File: src/rtl/acc8_pkg.sv
package acc8_pkg;

  localparam int DATA_W = 8;
  localparam int ADDR_W = 2 * DATA_W;
  localparam int PAGE_W = ADDR_W - DATA_W;

  localparam logic [DATA_W-1:0] OPC_CLRA    = 8'h87;
  localparam logic [DATA_W-1:0] OPC_INCA    = 8'h42;
  localparam logic [DATA_W-1:0] OPC_STOP    = 8'h3F;
  localparam logic [DATA_W-1:0] OPC_LDA_IMM = 8'h86;
  localparam logic [DATA_W-1:0] OPC_ADD_IMM = 8'h8B;
  localparam logic [DATA_W-1:0] OPC_LDA_DIR = 8'h96;
  localparam logic [DATA_W-1:0] OPC_ADD_DIR = 8'h9B;
  localparam logic [DATA_W-1:0] OPC_STA_DIR = 8'h97;
  localparam logic [DATA_W-1:0] OPC_LDA_EXT = 8'hB6;
  localparam logic [DATA_W-1:0] OPC_ADD_EXT = 8'hAB;
  localparam logic [DATA_W-1:0] OPC_STB_EXT = 8'hF7;

  typedef enum logic [2:0] {
    K_NONE, K_CLR, K_INC, K_STOP, K_LOAD, K_ADD, K_STA, K_STB
  } kind_t;

  typedef enum logic [1:0] {
    AM_INH, AM_IMM, AM_DIR, AM_EXT
  } amode_t;

  typedef struct packed {
    logic   legal;
    kind_t  kind;
    amode_t mode;
  } dec_t;

  typedef enum logic [2:0] {
    ST_FETCH, ST_DECODE, ST_OPND1, ST_OPND2,
    ST_DATA, ST_EXEC, ST_WB, ST_HALT
  } state_t;

  function automatic logic kind_reads(kind_t k);
    return (k == K_LOAD) || (k == K_ADD);
  endfunction

endpackage

File: src/rtl/acc8_decode.sv
module acc8_decode
  import acc8_pkg::*;
(
  input  logic [DATA_W-1:0] opcode,
  output dec_t              dec
);

  always_comb begin
    dec.legal = 1'b1;
    dec.kind  = K_NONE;
    dec.mode  = AM_INH;
    unique case (opcode)
      OPC_CLRA:    dec.kind = K_CLR;
      OPC_INCA:    dec.kind = K_INC;
      OPC_STOP:    dec.kind = K_STOP;
      OPC_LDA_IMM: begin dec.kind = K_LOAD; dec.mode = AM_IMM; end
      OPC_ADD_IMM: begin dec.kind = K_ADD;  dec.mode = AM_IMM; end
      OPC_LDA_DIR: begin dec.kind = K_LOAD; dec.mode = AM_DIR; end
      OPC_ADD_DIR: begin dec.kind = K_ADD;  dec.mode = AM_DIR; end
      OPC_STA_DIR: begin dec.kind = K_STA;  dec.mode = AM_DIR; end
      OPC_LDA_EXT: begin dec.kind = K_LOAD; dec.mode = AM_EXT; end
      OPC_ADD_EXT: begin dec.kind = K_ADD;  dec.mode = AM_EXT; end
      OPC_STB_EXT: begin dec.kind = K_STB;  dec.mode = AM_EXT; end
      default:     dec.legal = 1'b0;
    endcase
  end

endmodule

File: src/rtl/acc8_alu.sv
module acc8_alu
  import acc8_pkg::*;
#(
  parameter int W = DATA_W
) (
  input  kind_t        kind,
  input  logic [W-1:0] a_in,
  input  logic [W-1:0] opnd,
  input  logic         carry_in,
  output logic [W-1:0] a_out,
  output logic         carry_out
);

  logic [W:0] sum;

  always_comb begin
    sum       = {1'b0, a_in} + {1'b0, opnd};
    a_out     = a_in;
    carry_out = carry_in;
    unique case (kind)
      K_CLR:  a_out = '0;
      K_INC:  a_out = a_in + {{(W-1){1'b0}}, 1'b1};
      K_LOAD: a_out = opnd;
      K_ADD: begin
        a_out     = sum[W-1:0];
        carry_out = sum[W];
      end
      default: ;
    endcase
  end

endmodule

File: src/rtl/acc8_core.sv
module acc8_core
  import acc8_pkg::*;
(
  input  logic              clk,
  input  logic              rst,
  input  logic [ADDR_W-1:0] start_addr,
  input  logic [DATA_W-1:0] b_preset,
  output logic [ADDR_W-1:0] mem_addr,
  output logic [DATA_W-1:0] mem_wdata,
  output logic              mem_we,
  output logic              mem_re,
  input  logic [DATA_W-1:0] mem_rdata,
  output logic              halt,
  output logic              illegal,
  output logic [DATA_W-1:0] acc_a,
  output logic [DATA_W-1:0] acc_b,
  output logic [ADDR_W-1:0] pc,
  output logic              carry
);

  localparam logic [PAGE_W-1:0] ZERO_PAGE = '0;
  localparam logic [ADDR_W-1:0] PC_STEP   = {{(ADDR_W-1){1'b0}}, 1'b1};

  state_t              state_q, state_d;
  logic [ADDR_W-1:0]   pc_q, pc_d;
  logic [DATA_W-1:0]   a_q, a_d;
  logic [DATA_W-1:0]   b_q;
  logic                c_q, c_d;
  dec_t                dec_q, dec_d, dec_w;
  logic [DATA_W-1:0]   hi_q, hi_d;
  logic [DATA_W-1:0]   opnd_q, opnd_d;
  logic [ADDR_W-1:0]   ea_q, ea_d;
  logic                halt_q, halt_d;
  logic                ill_q, ill_d;
  logic [DATA_W-1:0]   alu_a;
  logic                alu_c;

  acc8_decode u_decode (
    .opcode (mem_rdata),
    .dec    (dec_w)
  );

  acc8_alu #(.W(DATA_W)) u_alu (
    .kind      (dec_q.kind),
    .a_in      (a_q),
    .opnd      (opnd_q),
    .carry_in  (c_q),
    .a_out     (alu_a),
    .carry_out (alu_c)
  );

  // Sequencer: one memory access at most per state.
  always_comb begin
    state_d   = state_q;
    pc_d      = pc_q;
    a_d       = a_q;
    c_d       = c_q;
    dec_d     = dec_q;
    hi_d      = hi_q;
    opnd_d    = opnd_q;
    ea_d      = ea_q;
    halt_d    = halt_q;
    ill_d     = ill_q;
    mem_addr  = '0;
    mem_re    = 1'b0;
    mem_we    = 1'b0;
    mem_wdata = '0;
    unique case (state_q)
      ST_FETCH: begin
        mem_addr = pc_q;
        mem_re   = 1'b1;
        pc_d     = pc_q + PC_STEP;
        state_d  = ST_DECODE;
      end
      ST_DECODE: begin
        dec_d = dec_w;
        if (!dec_w.legal) begin
          halt_d  = 1'b1;
          ill_d   = 1'b1;
          state_d = ST_HALT;
        end else if (dec_w.mode == AM_INH) begin
          state_d = ST_EXEC;
        end else begin
          mem_addr = pc_q;
          mem_re   = 1'b1;
          pc_d     = pc_q + PC_STEP;
          state_d  = ST_OPND1;
        end
      end
      ST_OPND1: begin
        hi_d   = mem_rdata;
        opnd_d = mem_rdata;
        ea_d   = {ZERO_PAGE, mem_rdata};
        if (dec_q.mode == AM_IMM) begin
          state_d = ST_EXEC;
        end else if (dec_q.mode == AM_EXT) begin
          mem_addr = pc_q;
          mem_re   = 1'b1;
          pc_d     = pc_q + PC_STEP;
          state_d  = ST_OPND2;
        end else if (kind_reads(dec_q.kind)) begin
          mem_addr = {ZERO_PAGE, mem_rdata};
          mem_re   = 1'b1;
          state_d  = ST_DATA;
        end else begin
          state_d = ST_WB;
        end
      end
      ST_OPND2: begin
        ea_d = {hi_q, mem_rdata};
        if (kind_reads(dec_q.kind)) begin
          mem_addr = {hi_q, mem_rdata};
          mem_re   = 1'b1;
          state_d  = ST_DATA;
        end else begin
          state_d = ST_WB;
        end
      end
      ST_DATA: begin
        opnd_d  = mem_rdata;
        state_d = ST_EXEC;
      end
      ST_EXEC: begin
        a_d = alu_a;
        c_d = alu_c;
        if (dec_q.kind == K_STOP) begin
          halt_d  = 1'b1;
          state_d = ST_HALT;
        end else begin
          state_d = ST_FETCH;
        end
      end
      ST_WB: begin
        mem_addr  = ea_q;
        mem_we    = 1'b1;
        mem_wdata = (dec_q.kind == K_STA) ? a_q : b_q;
        state_d   = ST_FETCH;
      end
      default: state_d = ST_HALT;
    endcase
  end

  always_ff @(posedge clk) begin
    if (rst) begin
      state_q <= ST_FETCH;
      pc_q    <= start_addr;
      a_q     <= '0;
      b_q     <= b_preset;
      c_q     <= 1'b0;
      dec_q   <= '0;
      hi_q    <= '0;
      opnd_q  <= '0;
      ea_q    <= '0;
      halt_q  <= 1'b0;
      ill_q   <= 1'b0;
    end else begin
      state_q <= state_d;
      pc_q    <= pc_d;
      a_q     <= a_d;
      b_q     <= b_q;
      c_q     <= c_d;
      dec_q   <= dec_d;
      hi_q    <= hi_d;
      opnd_q  <= opnd_d;
      ea_q    <= ea_d;
      halt_q  <= halt_d;
      ill_q   <= ill_d;
    end
  end

  assign halt    = halt_q;
  assign illegal = ill_q;
  assign acc_a   = a_q;
  assign acc_b   = b_q;
  assign pc      = pc_q;
  assign carry   = c_q;

  // a fetch cycle advances the program counter by exactly one.
  assert_pc_step_R7: assert property (@(posedge clk) disable iff (rst)
    (state_q == ST_FETCH) |=> (pc_q == $past(pc_q) + PC_STEP));

  // a halted core holds its halt and issues no memory traffic.
  assert_halt_sticky_R8: assert property (@(posedge clk) disable iff (rst)
    halt_q |=> halt_q);
  assert_halt_quiet_R8: assert property (@(posedge clk) disable iff (rst)
    halt_q |-> (!mem_re && !mem_we));

  // the illegal flag never stands without halt.
  assert_illegal_halts_R9: assert property (@(posedge clk) disable iff (rst)
    ill_q |-> halt_q);

  // carry moves only on the edge that ends an add's execute cycle.
  assert_carry_hold_R6: assert property (@(posedge clk) disable iff (rst)
    !(state_q == ST_EXEC && dec_q.kind == K_ADD) |=> $stable(c_q));

  // read and write strobes are exclusive.
  assert_rw_excl_R10: assert property (@(posedge clk) disable iff (rst)
    !(mem_re && mem_we));

endmodule

File: config.mk
export PLATFORM = sky130hd
export DESIGN_NAME = acc8_core
export DESIGN_NICKNAME = d
export VERILOG_FILES = /design/src/rtl/acc8_pkg.sv /design/src/rtl/acc8_decode.sv /design/src/rtl/acc8_alu.sv /design/src/rtl/acc8_core.sv
export SDC_FILE = /design/constraint.sdc
export NUM_CORES = 1
export LEC_CHECK = 0
export BUFFER_PORTS_ARGS = -buffer_cell sky130_fd_sc_hd__buf_2
export CORE_ASPECT_RATIO = 1.1
export CORE_MARGIN = 5
export CORE_UTILIZATION = 49
export CTS_BUF_LIST = sky130_fd_sc_hd__clkbuf_4 sky130_fd_sc_hd__clkbuf_8
export DETAILED_ROUTE_END_ITERATION = 16
export GPL_TIMING_DRIVEN = 0
export PLACE_DENSITY = 0.73
export SYNTH_ARGS = -nofsm -noshare
export SYNTH_HDL_FRONTEND = slang
export SYNTH_SLANG_ARGS = --single-unit
File: constraint.sdc
create_clock -name clk -period 4.9 [get_ports clk]
set_input_delay 0 -clock clk [delete_from_list [all_inputs] [get_ports clk]]
set_output_delay 0 -clock clk [all_outputs]
set_load 0.02 [all_outputs]
==> results.yml, run 1 <==
finish:
  nNetsFinal: 713
  postLayoutCoreUtil: 0.6292
  antennaDiodeCount: 0
  final_common_cell: "buf_2"
  mostFrequentLayoutCells: "buf_2 (99), nand2_1 (72), dfxtp_1 (51), nor2_1 (43), a21oi_1 (42)"
  drive_above_1_share: 0.1961
  postLayoutCellArea_sq_um: 5612
  final_cells: 787
  area_growth_syn_to_layout_pct: 24.31
floorplanning:
  pin_count: 95
  chipHeight_um: 110.7
  initial_core_util: 0.5062
  die_w_um: 101.5
  coreArea_sq_um: 8919
  rows: 36
  die-area_sq_um: 11230
sta:
  finalClockSkew_ns: 0.01593
  maxSlewViolCount: 0
  worst_pin_slew_ns: 0.8959
  holdWs_ns: 0.06276
  hold_viol: 0
  tns_ns: 0
  fin_ws_ns: 2.415
  setup_viol_count_final: 0
  rsz0062_at_grt: "no"
  period_needed_ns: 2.485
  period_share: 0.5072
  fmax_ghz: 0.4024
  slew_headroom: 0.3982
power:
  powerDensity_nw_per_um2: 474.7
  p_int_mw: 1.500
  p_total_mw: 2.664
  leakage_nw: 2.383
  sw_frac_of_total: 0.4370
  p_switching_mw: 1.164
  pwr-share-seq: 0.355
  ir_drop_uv: 299.6
  combPwrFrac: 0.452
  clkPwrFrac: 0.192
drt:
  vias: 4578
  postRouteAntennaNets: 0
  drt_first_pass_iters: 5
  totalWireLength_mm: 13.74
  post_drt_wl_per_cell_um: 17.46
  viasPerCell: 5.817
  drt-initial-drc-count: 295
  drc: 0
yosys:
  netlist_instances: 537
  yosys.area.top_type_share: 0.2262
  synth_cell_types: 60
  ys_ff_latch: 75
  syn-num-nets: 582
  synth_area_leader_cell: "dfxtp_1"
  ys_seq_area_frac: 0.3858
  netlist_area_sq_um: 4514
  synth-async-reset-ratio: 0
  synth.avg_cell_area_sq_um: 8.407
  ys.flop_type: "dfxtp_1"
  yosysWarnings: 0
  synth_area_leaders: "dfxtp_1 (23%), edfxtp_1 (16%), nand2_1 (6.0%)"
  synth_edf_count: 24
cts:
  htreeDepth: 3
  post_cts_buffers: 0
  cts_buffer_depth: 2
  cts_root_buffer: "clkbuf_8"
  clkTransAtPathRegs_ns: 0.08
  tritoncts: "done"
  insertion_delay_ns: 0.37
  cts_sinks: 75
  cts_buffers: 9
critical_path:
  required_ns: 4.90
  crit_arrival_ns: 2.48
  end_kind: "register"
  crit_path_start_kind: "primary input"
  cp_max_fo: 16
  crit_type: "in -> reg"
placement:
  routabilityCongestion: 0.9205
  dpl-instance-area_sq_um: 5112
  dp_slack_ns: 2.496
  hpwlAfterDp_mm: 9.962
  dpl.cell_count: 742
  portBuffers: 91
global_routing:
  track_usage: 0.2441
  antenna_found_initial: 0
  grt_pass1_wl_mm: 22.02
  grt_max_degree: 17
  grt_overflow: 0
  first_global_vias: 4402
flow_run:
  drv_cap: 0
outcome:
  status: "finished clean"
hold_path:
  hold_path_class: "in -> reg"
## timing repair
item                      in CTS  in global routing
hold buffers                  29                  0
hold endpoints to repair      38                  0
resized for setup              0                  0
## power by group through the flow
stage                     logic (mW)  clock network, mW  registers, mW
after floorplan                0.765                  0           1.01
after global placement          1.15                  0          0.951
after detailed placement        1.18                  0          0.959
after CTS                       1.20              0.515          0.944
after global routing            1.32              0.549          0.966
final                           1.21              0.512          0.947
## synthesized netlist by cell type (all sizes together) (13+ instances only)
library cell / count
nand2: 72
dfxtp: 51
a21oi: 43
nor2: 43
o21ai: 39
edfxtp: 24
clkbuf: 22
nand3: 22
a21o: 20
a22o: 20
mux2i: 18
buf: 13
inv: 13
## worst max-delay path: stages
cell and delay (ns):
dlygate4sd3_1 0.53, buf_2 0.20, nand2b_4 0.18, a211o_1 0.26
a21o_1 0.26, a31oi_4 0.37, nand2b_1 0.68
## layout make-up
| class | count | area (sq um) |
|---|---|---|
| Clock inverter | 6 | 71.32 |
| Buffer | 35 | 148.9 |
| Timing Repair Buffer | 120 | 745.7 |
| Inverter | 13 | 48.80 |
| Clock buffer | 10 | 137.6 |
| Multi-Input combinational cell | 414 | 2575 |
| Fill cell | 794 | 3307 |
| Tap cell | 114 | 142.6 |
| Sequential cell | 75 | 1742 |
## layer usage
layer | vias up | global-route usage | routed length, um
met1 | 2146 | 0.3037 | 5668
met3 | 27 | 0.04846 | 1010
li1 | 2205 | - | -
met2 | 200 | 0.4175 | 6742
met5 | - | 0 | 0
met4 | 0 | 0.07801 | 322
## registers in the layout, summed over array words and instances (netlist names)
register / cells
ea_q: 16
hi_q: 8
acc_a: 8
dec_q: 5
illegal: 1
pc: 16
opnd_q: 8
acc_b: 8
halt: 1
state_q: 3
carry: 1
## kinds of logic (layout without fill, tap and decap cells)
group / count (synthesis) / in the layout / share of synthesized area
adders and majority gates: 11 / 11 / 0.03215
muxes: 20 / 20 / 0.04490
and+or+nand+nor: 196 / 196 / 0.2087
buffers and inverters: 48 / 184 / 0.04379
DFF: 75 / 75 / 0.3858
AOI/OAI and AO/OA: 165 / 165 / 0.2420
xor gates and xnor gates: 22 / 22 / 0.04268
## path summary, 6_finish.rpt
path | start | endpoint | slack [ns] | cells after the start
worst max register to register | acc_a[0] | acc_a[6] | 2.48 | 8
worst min register to register | ea_q[13] | ea_q[13] | 0.45 | 2
worst min-delay path | mem_rdata[4] | dec_q[1] | 0.06 | 4
worst max-delay path | mem_rdata[3] | pc[14] | 2.41 | 7
Note: power is estimated with default switching activity, not from simulation.
==> run 2: changes to the inputs <==
==> constraint.sdc (replaced) <==
create_clock -name clk -period 2.35 [get_ports clk]
set_input_delay 0 -clock clk [delete_from_list [all_inputs] [get_ports clk]]
set_output_delay 0 -clock clk [all_outputs]
set_load 0.02 [all_outputs]
==> run 2 against run 1 <==
Net effect: hold slack gained 0.00082 ns; combinational power grew 110%; final area grew 0.78%; flip-flop and latch count is the same; critical path depth grew 1; total power grew 110%; global-route usage grew 0.052 points; largest cell class unchanged; highest routed layer unchanged; first-iteration DRC count grew 5.1%; register-to-register slack lost 2.4 ns; clock-buffer cell count is the same.
==> results.yml, run 2 (synthesized netlist as in run 1, its figures left out) <==
drt:
  viasPerCell: 5.819
  drt-initial-drc-count: 310
  post_drt_wl_per_cell_um: 17.57
  vias: 4585
  drc: 0
  drt_first_pass_iters: 5
  postRouteAntennaNets: 0
  totalWireLength_mm: 13.84
floorplanning:
  die-area_sq_um: 11230
  rows: 36
  pin_count: 95
  coreArea_sq_um: 8919
  initial_core_util: 0.5062
  die_w_um: 101.5
  chipHeight_um: 110.7
power:
  leakage_nw: 2.401
  ir_drop_uv: 626.7
  powerDensity_nw_per_um2: 996.8
hold_path:
  hold_path_class: "in -> reg"
  hold-path-endpoint: "dec_q[1]"
  worstHoldStart: "mem_rdata[4]"
  min_delay_path_depth: 4
finish:
  postLayoutCellArea_sq_um: 5655
  fillers: 790
  postLayoutCoreUtil: 0.6341
  area_growth_syn_to_layout_pct: 25.28
  nNetsFinal: 714
  drive_above_1_share: 0.2077
  mostFrequentLayoutCells: "buf_2 (100), nand2_1 (71), dfxtp_1 (50), nor2_1 (42), a21oi_1 (42)"
  antennaDiodeCount: 0
  final_common_cell: "buf_2"
  multi_input_area_sq_um: 2592
  seq_area_sq_um: 1743
cts:
  htreeDepth: 3
  cts_root_buffer: "clkbuf_8"
  cts_sinks: 75
  insertion_delay_ns: 0.37
  cts_buffers: 9
  tritoncts: "done"
  clkTransAtPathRegs_ns: 0.09
  cts_buffer_depth: 2
global_routing:
  grt_pass1_wl_mm: 22.07
  antenna_found_initial: 0
  grt_max_degree: 17
  grt_overflow: 0
  track_usage: 0.2446
  first_global_vias: 4401
critical_path:
  critical_path.slowest_cell: "dfxtp_2"
  cp_slowest_stage_delay_ns: 0.43
  crit_arrival_ns: 2.52
  r2r-start: "acc_a[0]"
  worstRegToRegCells: 8
  cp_max_fo: 9
  path_buf_inv: 1
  path_cells: "ha_1 > inv_1 > fa_1 > nor2b_1 > o21ai_0 > a21boi_1 > mux2i_1 > a311oi_1"
  critPathTopFamily: "compound AO/OA/AOI/OAI gates"
  required_ns: 2.61
  crit_path_start_kind: "register"
  crit_type: "reg -> reg"
  rr_endpoint: "acc_a[6]"
  end_kind: "register"
  ff2ff_setup_slack_ns: 0.1
sta:
  maxSlewViolCount: 0
  fmax_ghz: 0.4438
  finalClockSkew_ns: 0.01407
  period_share: 0.9589
  rsz0062_at_grt: "no"
  worst_pin_slew_ns: 0.6391
  slew_headroom: 0.5739
  setup_viol_count_final: 0
  hold_viol: 0
  period_needed_ns: 2.253
placement:
  routabilityCongestion: 0.9205
  hpwlAfterDp_mm: 9.962
  dpl-instance-area_sq_um: 5112
  portBuffers: 91
flow_run:
  drv_cap: 0
outcome:
  status: "finished clean"
[run 2: where the power goes]
group          internal, mW  switching (mW)  leakage (nW)  total [mW]
Sequential             1.68           0.293         0.656        1.97
Clock                 0.529           0.536        0.0995        1.06
Combinational         0.978            1.62          1.65        2.60
Total                  3.19            2.45          2.40        5.64
[run 2: how the worst max path moves through the flow]
| stage | from | endpoint | slack (ns) | depth (start not counted) |
|---|---|---|---|---|
| detailed placement | mem_rdata[5] | pc[13] | -0.05 | 6 |
| floorplan | acc_a[0] | acc_a[6] | 0.26 | 8 |
| global placement | mem_rdata[5] | pc[13] | -0.002 | 6 |
| global route | acc_a[0] | acc_a[6] | 0.03 | 8 |
| CTS | mem_rdata[3] | mem_addr[13] | 0.03 | 9 |
| finish | acc_a[0] | acc_a[6] | 0.1 | 8 |
[run 2: metrics by stage]
step	power (mW)	hold WS, ns	setup TNS [ns]	instances	setup slack, ns
after global placement	4.380	0.1778	-0.01809	742	-0.002066
after CTS	5.557	0.05337	0	787	0.03280
after floorplan	3.696	0.09887	0	537	0.2586
final	5.638	0.06358	0	788	0.09655
after global routing	5.992	0.09115	0	788	0.02917
after detailed placement	4.450	0.1783	-0.8685	742	-0.05366
[run 2: area by class of cell]
cell class,instances,area share
well taps,114,0.02522
inverters,13,0.008628
repair buffers,122,0.1367
flip-flops and latches,75,0.3082
clock buffers,10,0.02434
multi-input cells,414,0.4584
plain buffers,34,0.02588
clock inverters,6,0.01261
[run 2: routing by layer]
| metal | part of all wire | track usage |
|---|---|---|
| met2 | 0.50 | 0.4184 |
| met4 | 0.021 | 0.07624 |
| met3 | 0.069 | 0.04846 |
| met1 | 0.41 | 0.3052 |
| met5 | 0 | 0 |
[run 2: worst register-to-register path: cells and delay by family, from the launching register on]
kind	cells	cell delay, ns
buffers and inverters	1	0.07
adder cells (fa/ha/maj)	2	0.65
AND/OR/NAND/NOR	1	0.17
flip-flops	1	0.43
AO/OA/AOI/OAI	3	0.71
multiplexers	1	0.13
[run 2: timing repair]
item                                   4_1_cts  5_1_grt
resized for setup                            5        3
hold buffers                                29        0
setup endpoints to repair                   13       37
gates cloned                                 0        0
endpoints found under the hold margin       38        0
setup buffers                                0        2
pin swaps                                    0        2
==> run 3: changes to the inputs <==
--- a/config.mk
+++ b/config.mk
@@ -12,6 +12,7 @@
 export CTS_BUF_LIST = sky130_fd_sc_hd__clkbuf_4 sky130_fd_sc_hd__clkbuf_8
 export DETAILED_ROUTE_END_ITERATION = 16
 export GPL_TIMING_DRIVEN = 0
+export MAX_ROUTING_LAYER = met4
 export PLACE_DENSITY = 0.73
 export SYNTH_ARGS = -nofsm -noshare
 export SYNTH_HDL_FRONTEND = slang
==> run 3 against run 2 <==
Net effect: sequential share of layout area unchanged; critical path depth is the same; final area did not move; clock power about the same; non-clock buffer count unchanged; flip-flop and latch count unchanged; combinational power about the same; cell count did not move; sequential power hardly changed; via count is essentially flat; register-to-register slack better by 0.03 ns.
==> results.yml, run 3 (synthesized netlist as in run 1, its figures left out) <==
global_routing:
  grt_overflow: 0
  track_usage: 0.2515
  grt_max_degree: 17
  antenna_found_initial: 0
  first_global_vias: 4401
  grt_pass1_wl_mm: 22.05
floorplanning:
  initial_core_util: 0.5062
  die-area_sq_um: 11230
  chipHeight_um: 110.7
  rows: 36
  pin_count: 95
  coreArea_sq_um: 8919
  die_w_um: 101.5
cts:
  cts_sinks: 75
  tritoncts: "done"
  insertion_delay_ns: 0.37
  cts_buffer_depth: 2
  clkTransAtPathRegs_ns: 0.09
  cts_root_buffer: "clkbuf_8"
  cts_buffers: 9
  htreeDepth: 3
drt:
  drt_first_pass_iters: 5
  drt-initial-drc-count: 270
  post_drt_wl_per_cell_um: 17.56
  vias: 4586
  totalWireLength_mm: 13.84
  drc: 0
  postRouteAntennaNets: 0
  viasPerCell: 5.820
critical_path:
  crit_path_start_kind: "register"
  critPathTopFamily: "compound AO/OA/AOI/OAI gates"
  path_buf_inv: 1
  required_ns: 2.62
  path_cells: "ha_1 > inv_1 > fa_1 > nor2b_1 > o21ai_0 > a21boi_1 > mux2i_1 > a311oi_1"
  worstRegToRegCells: 8
  end_kind: "register"
  critical_path.slowest_cell: "dfxtp_2"
  crit_cells: 8
  crit_arrival_ns: 2.50
  cp_max_fo: 9
  crit_type: "reg -> reg"
  cp_slowest_stage_delay_ns: 0.44
sta:
  maxSlewViolCount: 0
  worst_pin_slew_ns: 0.6245
  period_share: 0.9462
  rsz0062_at_grt: "no"
  finalClockSkew_ns: 0.01378
  fmax_ghz: 0.4497
  period_needed_ns: 2.224
  hold_viol: 0
  setup_viol_count_final: 0
  slew_headroom: 0.5836
finish:
  final_common_cell: "buf_2"
  nNetsFinal: 714
  postLayoutCoreUtil: 0.6341
  fillers: 790
  antennaDiodeCount: 0
  drive_above_1_share: 0.2077
  mostFrequentLayoutCells: "buf_2 (100), nand2_1 (71), dfxtp_1 (50), nor2_1 (42), a21oi_1 (42)"
  area_growth_syn_to_layout_pct: 25.28
  postLayoutCellArea_sq_um: 5655
placement:
  routabilityCongestion: 0.9367
  dpl-instance-area_sq_um: 5112
  portBuffers: 91
  hpwlAfterDp_mm: 9.962
hold_path:
  min_delay_path_depth: 4
  hold_path_class: "in -> reg"
power:
  ir_drop_uv: 627.3
  p_total_mw: 5.636
  leakage_nw: 2.401
  powerDensity_nw_per_um2: 996.6
flow_run:
  drv_cap: 0
outcome:
  status: "finished clean"
run 3: cell counts in the layout (fill, tap and decap cells not counted):
Identical to the previous run, type by type.
run 3: layer usage:
metal / vias to the layer above / part of all wire / track usage / wire length, um
met2: 171 / 0.50 / 0.4175 / 6859
li1: 2207 / - / - / -
met4: 0 / 0.023 / 0.07624 / 319
met5: - / 0 / - / 0
met1: 2180 / 0.42 / 0.3072 / 5792
met3: 28 / 0.063 / 0.04720 / 869
run 3: repair_timing:
action | 4_1_cts | 5_1_grt
endpoints found under the setup margin | 13 | 37
gates resized for setup | 5 | 3
hold buffers | 29 | 0
pin swaps | 0 | 2
setup buffers | 0 | 2
gates cloned | 0 | 0
endpoints found under the hold margin | 38 | 0
run 3: final timing paths:
path                              startpoint  endpoint  slack (ns)
worst max register to register      acc_a[0]  acc_a[6]        0.13
worst min register to register      ea_q[13]  ea_q[13]        0.45
worst max-delay path                acc_a[0]  acc_a[6]        0.13
worst min-delay path            mem_rdata[4]  dec_q[1]        0.06
run 3: power breakdown:
part / internal [mW] / total, mW / leakage [nW] / switching [mW]
registers: 1.68 / 1.97 / 0.656 / 0.293
clock network: 0.529 / 1.06 / 0.0995 / 0.535
logic: 0.978 / 2.60 / 1.65 / 1.62
run 3: layout make-up:
class,count,area (sq um),share of cell area
timing repair buffer,122,773.2,0.1367
inverter,13,48.80,0.008628
clock inverter,6,71.32,0.01261
buffer,34,146.4,0.02588
tap,114,142.6,0.02522
multi-input combinational,414,2592,0.4584
clock buffer,10,137.6,0.02434
sequential,75,1743,0.3082
run 3: metrics by stage:
stage / setup TNS [ns] / instances / worst slack [ns] / hold WS, ns
floorplan: 0 / 537 / 0.2586 / 0.09887
global placement: -0.01809 / 742 / -0.002066 / 0.1778
detailed placement: -0.8685 / 742 / -0.05366 / 0.1783
CTS: 0 / 787 / 0.03280 / 0.05337
global route: 0 / 788 / 0.02923 / 0.09121
finish: 0 / 788 / 0.1264 / 0.06247
run 3: tightest hold or removal path, delay by kind of cell:
kind                   cells  cell delay [ns]
AOI/OAI and AO/OA          2             0.18
buffers and inverters      1             0.11
and+or+nand+nor            1             0.09
